File: config.mk
export PLATFORM = sky130hd
export DESIGN_NAME = gpio_edge_port
export DESIGN_NICKNAME = d
export VERILOG_FILES = /design/src/rtl/gpio_port_pkg.sv /design/src/rtl/gpio_in_sync.sv /design/src/rtl/gpio_ctrl_regs.sv /design/src/rtl/gpio_irq_unit.sv /design/src/rtl/gpio_edge_port.sv
export SDC_FILE = /design/constraint.sdc
export NUM_CORES = 1
export LEC_CHECK = 0
export BUFFER_PORTS_ARGS = -buffer_cell sky130_fd_sc_hd__buf_2
export CORE_MARGIN = 2
export CORE_UTILIZATION = 44
export DETAILED_ROUTE_END_ITERATION = 12
export PLACE_DENSITY = 0.63
export SLEW_MARGIN = 20
export SYNTH_ARGS = -nofsm -noshare
export SYNTH_HDL_FRONTEND = slang
export SYNTH_SLANG_ARGS = --single-unit
File: constraint.sdc
create_clock -name clk -period 1.4 [get_ports clk]
set_input_delay 0.14 -clock clk [delete_from_list [all_inputs] [get_ports clk]]
set_output_delay 0.14 -clock clk [all_outputs]
set_load 0.01 [all_outputs]
File: src/rtl/gpio_port_pkg.sv
package gpio_port_pkg;
  localparam int REG_AW = 3;

  typedef enum logic [REG_AW-1:0] {
    OFS_IN   = 3'd0,
    OFS_OUT  = 3'd1,
    OFS_DIR  = 3'd2,
    OFS_FLAG = 3'd3,
    OFS_EDGE = 3'd4,
    OFS_IEN  = 3'd5,
    OFS_FSEL = 3'd6,
    OFS_NONE = 3'd7
  } reg_ofs_e;
endpackage

File: src/rtl/gpio_in_sync.sv
module gpio_in_sync #(
  parameter int W = 8
) (
  input  logic         clk,
  input  logic         rst,
  input  logic [W-1:0] pad_i,
  output logic [W-1:0] level_o,
  output logic [W-1:0] rise_o,
  output logic [W-1:0] fall_o
);
  logic [W-1:0] meta_q, sync_q, prev_q;

  always_ff @(posedge clk) begin
    if (rst) begin
      meta_q <= '0;
      sync_q <= '0;
      prev_q <= '0;
    end else begin
      meta_q <= pad_i;
      sync_q <= meta_q;
      prev_q <= sync_q;
    end
  end

  assign level_o = sync_q;
  assign rise_o  = sync_q & ~prev_q;
  assign fall_o  = ~sync_q & prev_q;
endmodule

File: src/rtl/gpio_ctrl_regs.sv
module gpio_ctrl_regs
  import gpio_port_pkg::*;
#(
  parameter int W = 8
) (
  input  logic         clk,
  input  logic         rst,
  input  logic         wr_en,
  input  reg_ofs_e     wr_ofs,
  input  logic [W-1:0] wdata,
  output logic [W-1:0] out_q,
  output logic [W-1:0] dir_q,
  output logic [W-1:0] fsel_q
);
  localparam int NREG = 3;
  logic [NREG-1:0][W-1:0] bank_q;

  for (genvar g = 0; g < NREG; g++) begin : g_slot
    localparam reg_ofs_e SLOT_OFS = (g == 0) ? OFS_OUT : (g == 1) ? OFS_DIR : OFS_FSEL;
    always_ff @(posedge clk) begin
      if (rst) bank_q[g] <= '0;
      else if (wr_en && wr_ofs == SLOT_OFS) bank_q[g] <= wdata;
    end
  end

  assign out_q  = bank_q[0];
  assign dir_q  = bank_q[1];
  assign fsel_q = bank_q[2];

  p_out_write_r2: assert property (@(posedge clk) disable iff (rst)
    (wr_en && wr_ofs == OFS_OUT) |=> (out_q == $past(wdata)));
  p_dir_write_r2: assert property (@(posedge clk) disable iff (rst)
    (wr_en && wr_ofs == OFS_DIR) |=> (dir_q == $past(wdata)));
endmodule

File: src/rtl/gpio_irq_unit.sv
module gpio_irq_unit
  import gpio_port_pkg::*;
#(
  parameter int W = 8
) (
  input  logic         clk,
  input  logic         rst,
  input  logic         wr_en,
  input  reg_ofs_e     wr_ofs,
  input  logic [W-1:0] wdata,
  input  logic [W-1:0] rise_i,
  input  logic [W-1:0] fall_i,
  output logic [W-1:0] flag_q,
  output logic [W-1:0] edge_q,
  output logic [W-1:0] ien_q,
  output logic         irq_o
);
  logic [W-1:0] hit;
  logic         wr_flag, wr_edge, wr_ien;

  assign wr_flag = wr_en && (wr_ofs == OFS_FLAG);
  assign wr_edge = wr_en && (wr_ofs == OFS_EDGE);
  assign wr_ien  = wr_en && (wr_ofs == OFS_IEN);
  assign hit     = (rise_i & ~edge_q) | (fall_i & edge_q);

  always_ff @(posedge clk) begin
    if (rst) begin
      edge_q <= '0;
      ien_q  <= '0;
    end else begin
      if (wr_edge) edge_q <= wdata;
      if (wr_ien)  ien_q  <= wdata;
    end
  end

  for (genvar i = 0; i < W; i++) begin : g_flag
    always_ff @(posedge clk) begin
      if (rst)          flag_q[i] <= 1'b0;
      else if (hit[i])  flag_q[i] <= 1'b1;
      else if (wr_flag) flag_q[i] <= wdata[i];
    end
  end

  always_ff @(posedge clk) begin
    if (rst) irq_o <= 1'b0;
    else     irq_o <= |(flag_q & ien_q);
  end

  p_edge_sets_flag_r5: assert property (@(posedge clk) disable iff (rst)
    (hit != '0) |=> ((flag_q & $past(hit)) == $past(hit)));
  p_flag_quiet_r6: assert property (@(posedge clk) disable iff (rst)
    (hit == '0 && !wr_flag) |=> $stable(flag_q));
  p_edge_sel_quiet_r8: assert property (@(posedge clk) disable iff (rst)
    (wr_edge && hit == '0) |=> $stable(flag_q));
  p_irq_low_r7: assert property (@(posedge clk) disable iff (rst)
    ((flag_q & ien_q) == '0) |=> !irq_o);
  p_irq_high_r7: assert property (@(posedge clk) disable iff (rst)
    ((flag_q & ien_q) != '0) |=> irq_o);
endmodule

File: src/rtl/gpio_edge_port.sv
module gpio_edge_port
  import gpio_port_pkg::*;
#(
  parameter int DATA_W  = 8,
  parameter int PIN_CNT = 8,
  parameter bit HAS_IRQ = 1'b1
) (
  input  logic               clk,
  input  logic               rst,
  input  logic               reg_wr,
  input  logic [2:0]         reg_addr,
  input  logic [7:0]         reg_wdata,
  output logic [7:0]         reg_rdata,
  input  logic [PIN_CNT-1:0] pin_in,
  output logic [PIN_CNT-1:0] pin_out,
  output logic [PIN_CNT-1:0] pin_oe,
  output logic [PIN_CNT-1:0] pin_func,
  output logic               irq
);
  reg_ofs_e          ofs;
  logic [PIN_CNT-1:0] lvl, rise, fall;
  logic [DATA_W-1:0]  lvl_ext, rise_ext, fall_ext;
  logic [DATA_W-1:0]  out_q, dir_q, fsel_q, flag_q, edge_q, ien_q;
  logic [DATA_W-1:0]  rd_mux;

  assign ofs = reg_ofs_e'(reg_addr);

  gpio_in_sync #(.W(PIN_CNT)) u_sync (
    .clk(clk), .rst(rst), .pad_i(pin_in),
    .level_o(lvl), .rise_o(rise), .fall_o(fall)
  );

  assign lvl_ext  = DATA_W'(lvl);
  assign rise_ext = DATA_W'(rise);
  assign fall_ext = DATA_W'(fall);

  gpio_ctrl_regs #(.W(DATA_W)) u_ctrl (
    .clk(clk), .rst(rst), .wr_en(reg_wr), .wr_ofs(ofs), .wdata(reg_wdata[DATA_W-1:0]),
    .out_q(out_q), .dir_q(dir_q), .fsel_q(fsel_q)
  );

  if (HAS_IRQ) begin : g_irq
    gpio_irq_unit #(.W(DATA_W)) u_irq (
      .clk(clk), .rst(rst), .wr_en(reg_wr), .wr_ofs(ofs), .wdata(reg_wdata[DATA_W-1:0]),
      .rise_i(rise_ext), .fall_i(fall_ext),
      .flag_q(flag_q), .edge_q(edge_q), .ien_q(ien_q), .irq_o(irq)
    );
  end else begin : g_noirq
    assign flag_q = '0;
    assign edge_q = '0;
    assign ien_q  = '0;
    assign irq    = 1'b0;

    p_irq_absent_r10: assert property (@(posedge clk) disable iff (rst) !irq);
  end

  always_comb begin
    unique case (ofs)
      OFS_IN:   rd_mux = lvl_ext;
      OFS_OUT:  rd_mux = out_q;
      OFS_DIR:  rd_mux = dir_q;
      OFS_FLAG: rd_mux = flag_q;
      OFS_EDGE: rd_mux = edge_q;
      OFS_IEN:  rd_mux = ien_q;
      OFS_FSEL: rd_mux = fsel_q;
      default:  rd_mux = '0;
    endcase
  end

  always_ff @(posedge clk) begin
    if (rst) reg_rdata <= '0;
    else     reg_rdata <= 8'(rd_mux);
  end

  assign pin_out  = out_q[PIN_CNT-1:0];
  assign pin_oe   = dir_q[PIN_CNT-1:0];
  assign pin_func = fsel_q[PIN_CNT-1:0];

  p_unused_ofs_r2: assert property (@(posedge clk) disable iff (rst)
    (reg_addr == 3'd7) |=> (reg_rdata == 8'h00));
  p_read_out_r3: assert property (@(posedge clk) disable iff (rst)
    (reg_addr == 3'd1) |=> (reg_rdata == 8'($past(out_q))));
endmodule

==> flow_summary.json <==
{
  "initial_core_util_pct": 45.7,
  "min_to": "u_ctrl.fsel_q[1]$_SDFFE_PP0P_",
  "groute.usage.overall_pct": 19.8,
  "n_antenna_cell": 0,
  "drive_gt1_share_pct": 29.5,
  "min_period_ns": 1.09,
  "synth_top_area_share_pct": 48.4,
  "worstSkewPairLatency_ns": 0.35,
  "worst_slack_ns": 0.312,
  "setup_viol": 0,
  "dieArea_mm2": 0.00833,
  "slew_violations": 0,
  "yosysTopAreaCell": "dfxtp_1",
  "nNetsFinal": 417,
  "maxCapViolations": 0,
  "startpoint_type": "primary input",
  "worst_r2r_endpoint": "reg_rdata[3]$_SDFF_PP0_",
  "dp_worst_setup_slack_ns": -0.0331,
  "die_w_um": 91.3,
  "hold_buffers": 8,
  "fmax_ghz": 0.919,
  "io_pins": 55,
  "grt_pass1_vias": 2404,
  "skew_ns": 0.0112,
  "switching_power_w": 0.00116,
  "clk_path_buf_depth": 2,
  "ys_ff_latch": 81,
  "root_buffer": "clkbuf_8",
  "core_area_mm2": 0.00733,
  "total_power_w": 0.00438,
  "final_common_cell": "dfxtp_1",
  "antenna_found_initial": 0,
  "status": "finished, final reports clean",
  "async_reset_ff_share_pct": 0,
  "worst_pin_slew_ns": 0.387,
  "viasPerCell": 5.31,
  "min_path_type": "in2reg",
  "timing.rr.start": "g_irq.u_irq.edge_q[3]$_SDFFE_PP0P_",
  "synth_area_leaders": "dfxtp_1 (48%), mux2i_1 (9.6%), mux2_2 (5.4%), nor2b_1 (4.7%), nand2_1 (3.9%)",
  "reg2regPathDepth": 3,
  "dpl.hpwl_um": 5550,
  "io_buffers": 54,
  "seq_power_share_pct": 55.4,
  "cts_tree": "done",
  "syn_avg_cell_area_um2": 10.2,
  "holdPathStages": 3,
  "numCtsBuffers": 9,
  "vias": 2651,
  "ctsHtreeMaxLevel": 3,
  "ant_nets": 0,
  "worstPathArrival_ns": 1.32,
  "initialDrtViolationCount": 163,
  "clk_pin_slew_ns": 0.09,
  "ir_drop_mv": 0.734,
  "final_area_mm2": 0.00401,
  "rsz0062_at_grt": "no",
  "drtPass1Iterations": 5,
  "p_sw_share_pct": 26.4,
  "p_per_area_mw_per_mm2": 1090,
  "place_area_mm2": 0.00375,
  "area_growth_pct": 19.7,
  "wl_um": 7880,
  "postCtsSetupBuffers": 0,
  "power_leakage_nw": 1.61,
  "die_h_um": 91.3,
  "period_share_pct": 77.7,
  "grt_pass1_wl_um": 12700,
  "drc": 0,
  "comb_power_share_pct": 9.2,
  "overflow": 0,
  "slew_headroom_pct": 74.2,
  "cp-end-kind": "register",
  "p_clk_share_pct": 35.4,
  "synth_flop_cell": "dfxtp_1",
  "avgRoutedWirePerCell_um": 15.8,
  "fillers": 686,
  "final_cell_mix": "dfxtp_1 (81), buf_2 (54), nand2_1 (35)",
  "yosysWarningCount": 0,
  "synth_area_mm2": 0.00335,
  "grt_max_degree": 29,
  "clock_sinks": 81,
  "finalHoldViolations": 0,
  "required_ns": 1.63,
  "rows": 31,
  "cts_resized": 0,
  "hold_start": "reg_wdata[1]",
  "r2r_slack_ns": 0.32,
  "gp_congestion": 0.880,
  "synth_edf_count": 0,
  "path_class": "in2reg",
  "p_int_w": 0.00322,
  "syn-num-nets": 352,
  "postSynthCellCount": 330,
  "ys_seq_area_share_pct": 48.4,
  "setup-tns-final_ns": 0,
  "crit_fanout": 15,
  "synth_cell_types": 29
}
-- power groups by stage --
stage	clock network, W	logic, W	registers (W)
2_1_floorplan	0	0.000245	0.00247
3_3_place_gp	0	0.000377	0.00248
3_5_place_dp	0	0.000384	0.00248
4_1_cts	0.00160	0.000402	0.00242
5_1_grt	0.00170	0.000439	0.00243
6_report	0.00155	0.000403	0.00242
-- critical path, cell delays in order --
cell	delay, ns
buf_2	0.30
buf_12	0.17
mux2_2	0.33
a32oi_1	0.22
a31oi_1	0.15
-- logic make-up (layout without fill, tap and decap cells) --
group | after synthesis | count (layout) | synth area share [%]
buffers and inverters | 26 | 96 | 5.08
AND/OR/NAND/NOR | 121 | 121 | 20.9
AO/OA/AOI/OAI | 54 | 54 | 10.7
multiplexers | 48 | 48 | 14.9
flip-flops | 81 | 81 | 48.4
-- cell type report --
type / count / area (um^2) / share of cell area, %
Inverter: 2 / 7.51 / 0.187
Tap cell: 99 / 124 / 3.09
Multi-Input combinational cell: 223 / 1560 / 38.9
Clock inverter: 7 / 55.1 / 1.37
Clock buffer: 9 / 124 / 3.09
Timing Repair Buffer: 78 / 520 / 13.0
Sequential cell: 81 / 1620 / 40.4
-- registers in the layout (all words and copies together) (netlist names) --
name and flops:
g_irq.u_irq.edge_q 8, g_irq.u_irq.flag_q 8, g_irq.u_irq.ien_q 8, g_irq.u_irq.irq_o 1, reg_rdata 8, u_ctrl.dir_q 8, u_ctrl.fsel_q 8, u_ctrl.out_q 8
u_sync.level_o 8, u_sync.meta_q 8, u_sync.prev_q 8
-- metrics by stage --
step | util (%) | instances | hold WS (ns)
6_report | 54.7 | 499 | 0.0775
5_1_grt | 54.7 | 499 | 0.0794
4_1_cts | 54.7 | 499 | 0.0645
3_5_place_dp | 51.2 | 475 | 0.353
3_3_place_gp | 51.2 | 475 | 0.346
2_1_floorplan | - | 330 | 0.268
-- synth_stat cells, types with 4 or more instances --
library cell   n
mux2i_1       32
nand3_1        5
nor2_1        24
clkbuf_1       9
mux2_2        16
or3b_2         8
nand2_1       35
nor2b_1       25
dfxtp_1       81
buf_6          6
a22oi_1        4
a32oi_1       13
buf_2          4
a21oi_1       18
nand3b_1       8
and4b_1        5
a31oi_1       17
-- worst max-delay path by stage --
stage                                       start                            endpoint  slack, ns  cells past startpoint
6_report                              reg_addr[2]             reg_rdata[3]$_SDFF_PP0_       0.31                      5
3_5_place_dp                          reg_addr[2]             reg_rdata[4]$_SDFF_PP0_      -0.03                      5
3_3_place_gp                          reg_addr[2]             reg_rdata[3]$_SDFF_PP0_      0.002                      5
2_1_floorplan                         reg_addr[1]  g_irq.u_irq.edge_q[2]$_SDFFE_PP0P_       0.36                      5
5_1_grt              u_ctrl.dir_q[4]$_SDFFE_PP0P_             reg_rdata[4]$_SDFF_PP0_       0.24                      3
4_1_cts        g_irq.u_irq.flag_q[4]$_SDFFE_PP0P_             reg_rdata[4]$_SDFF_PP0_       0.33                      3
-- layer usage --
metal / routed length [um] / GRT usage (%) / share of wire, % / up-vias
li1: - / - / - / 1303
met1: 3700 / 27.6 / 47 / 1229
met2: 3510 / 29.3 / 45 / 102
met3: 484 / 3.98 / 6.1 / 17
met4: 179 / 9.60 / 2.3 / 0
met5: 0 / 0 / 0 / -
(Power assumes the default switching activity.)
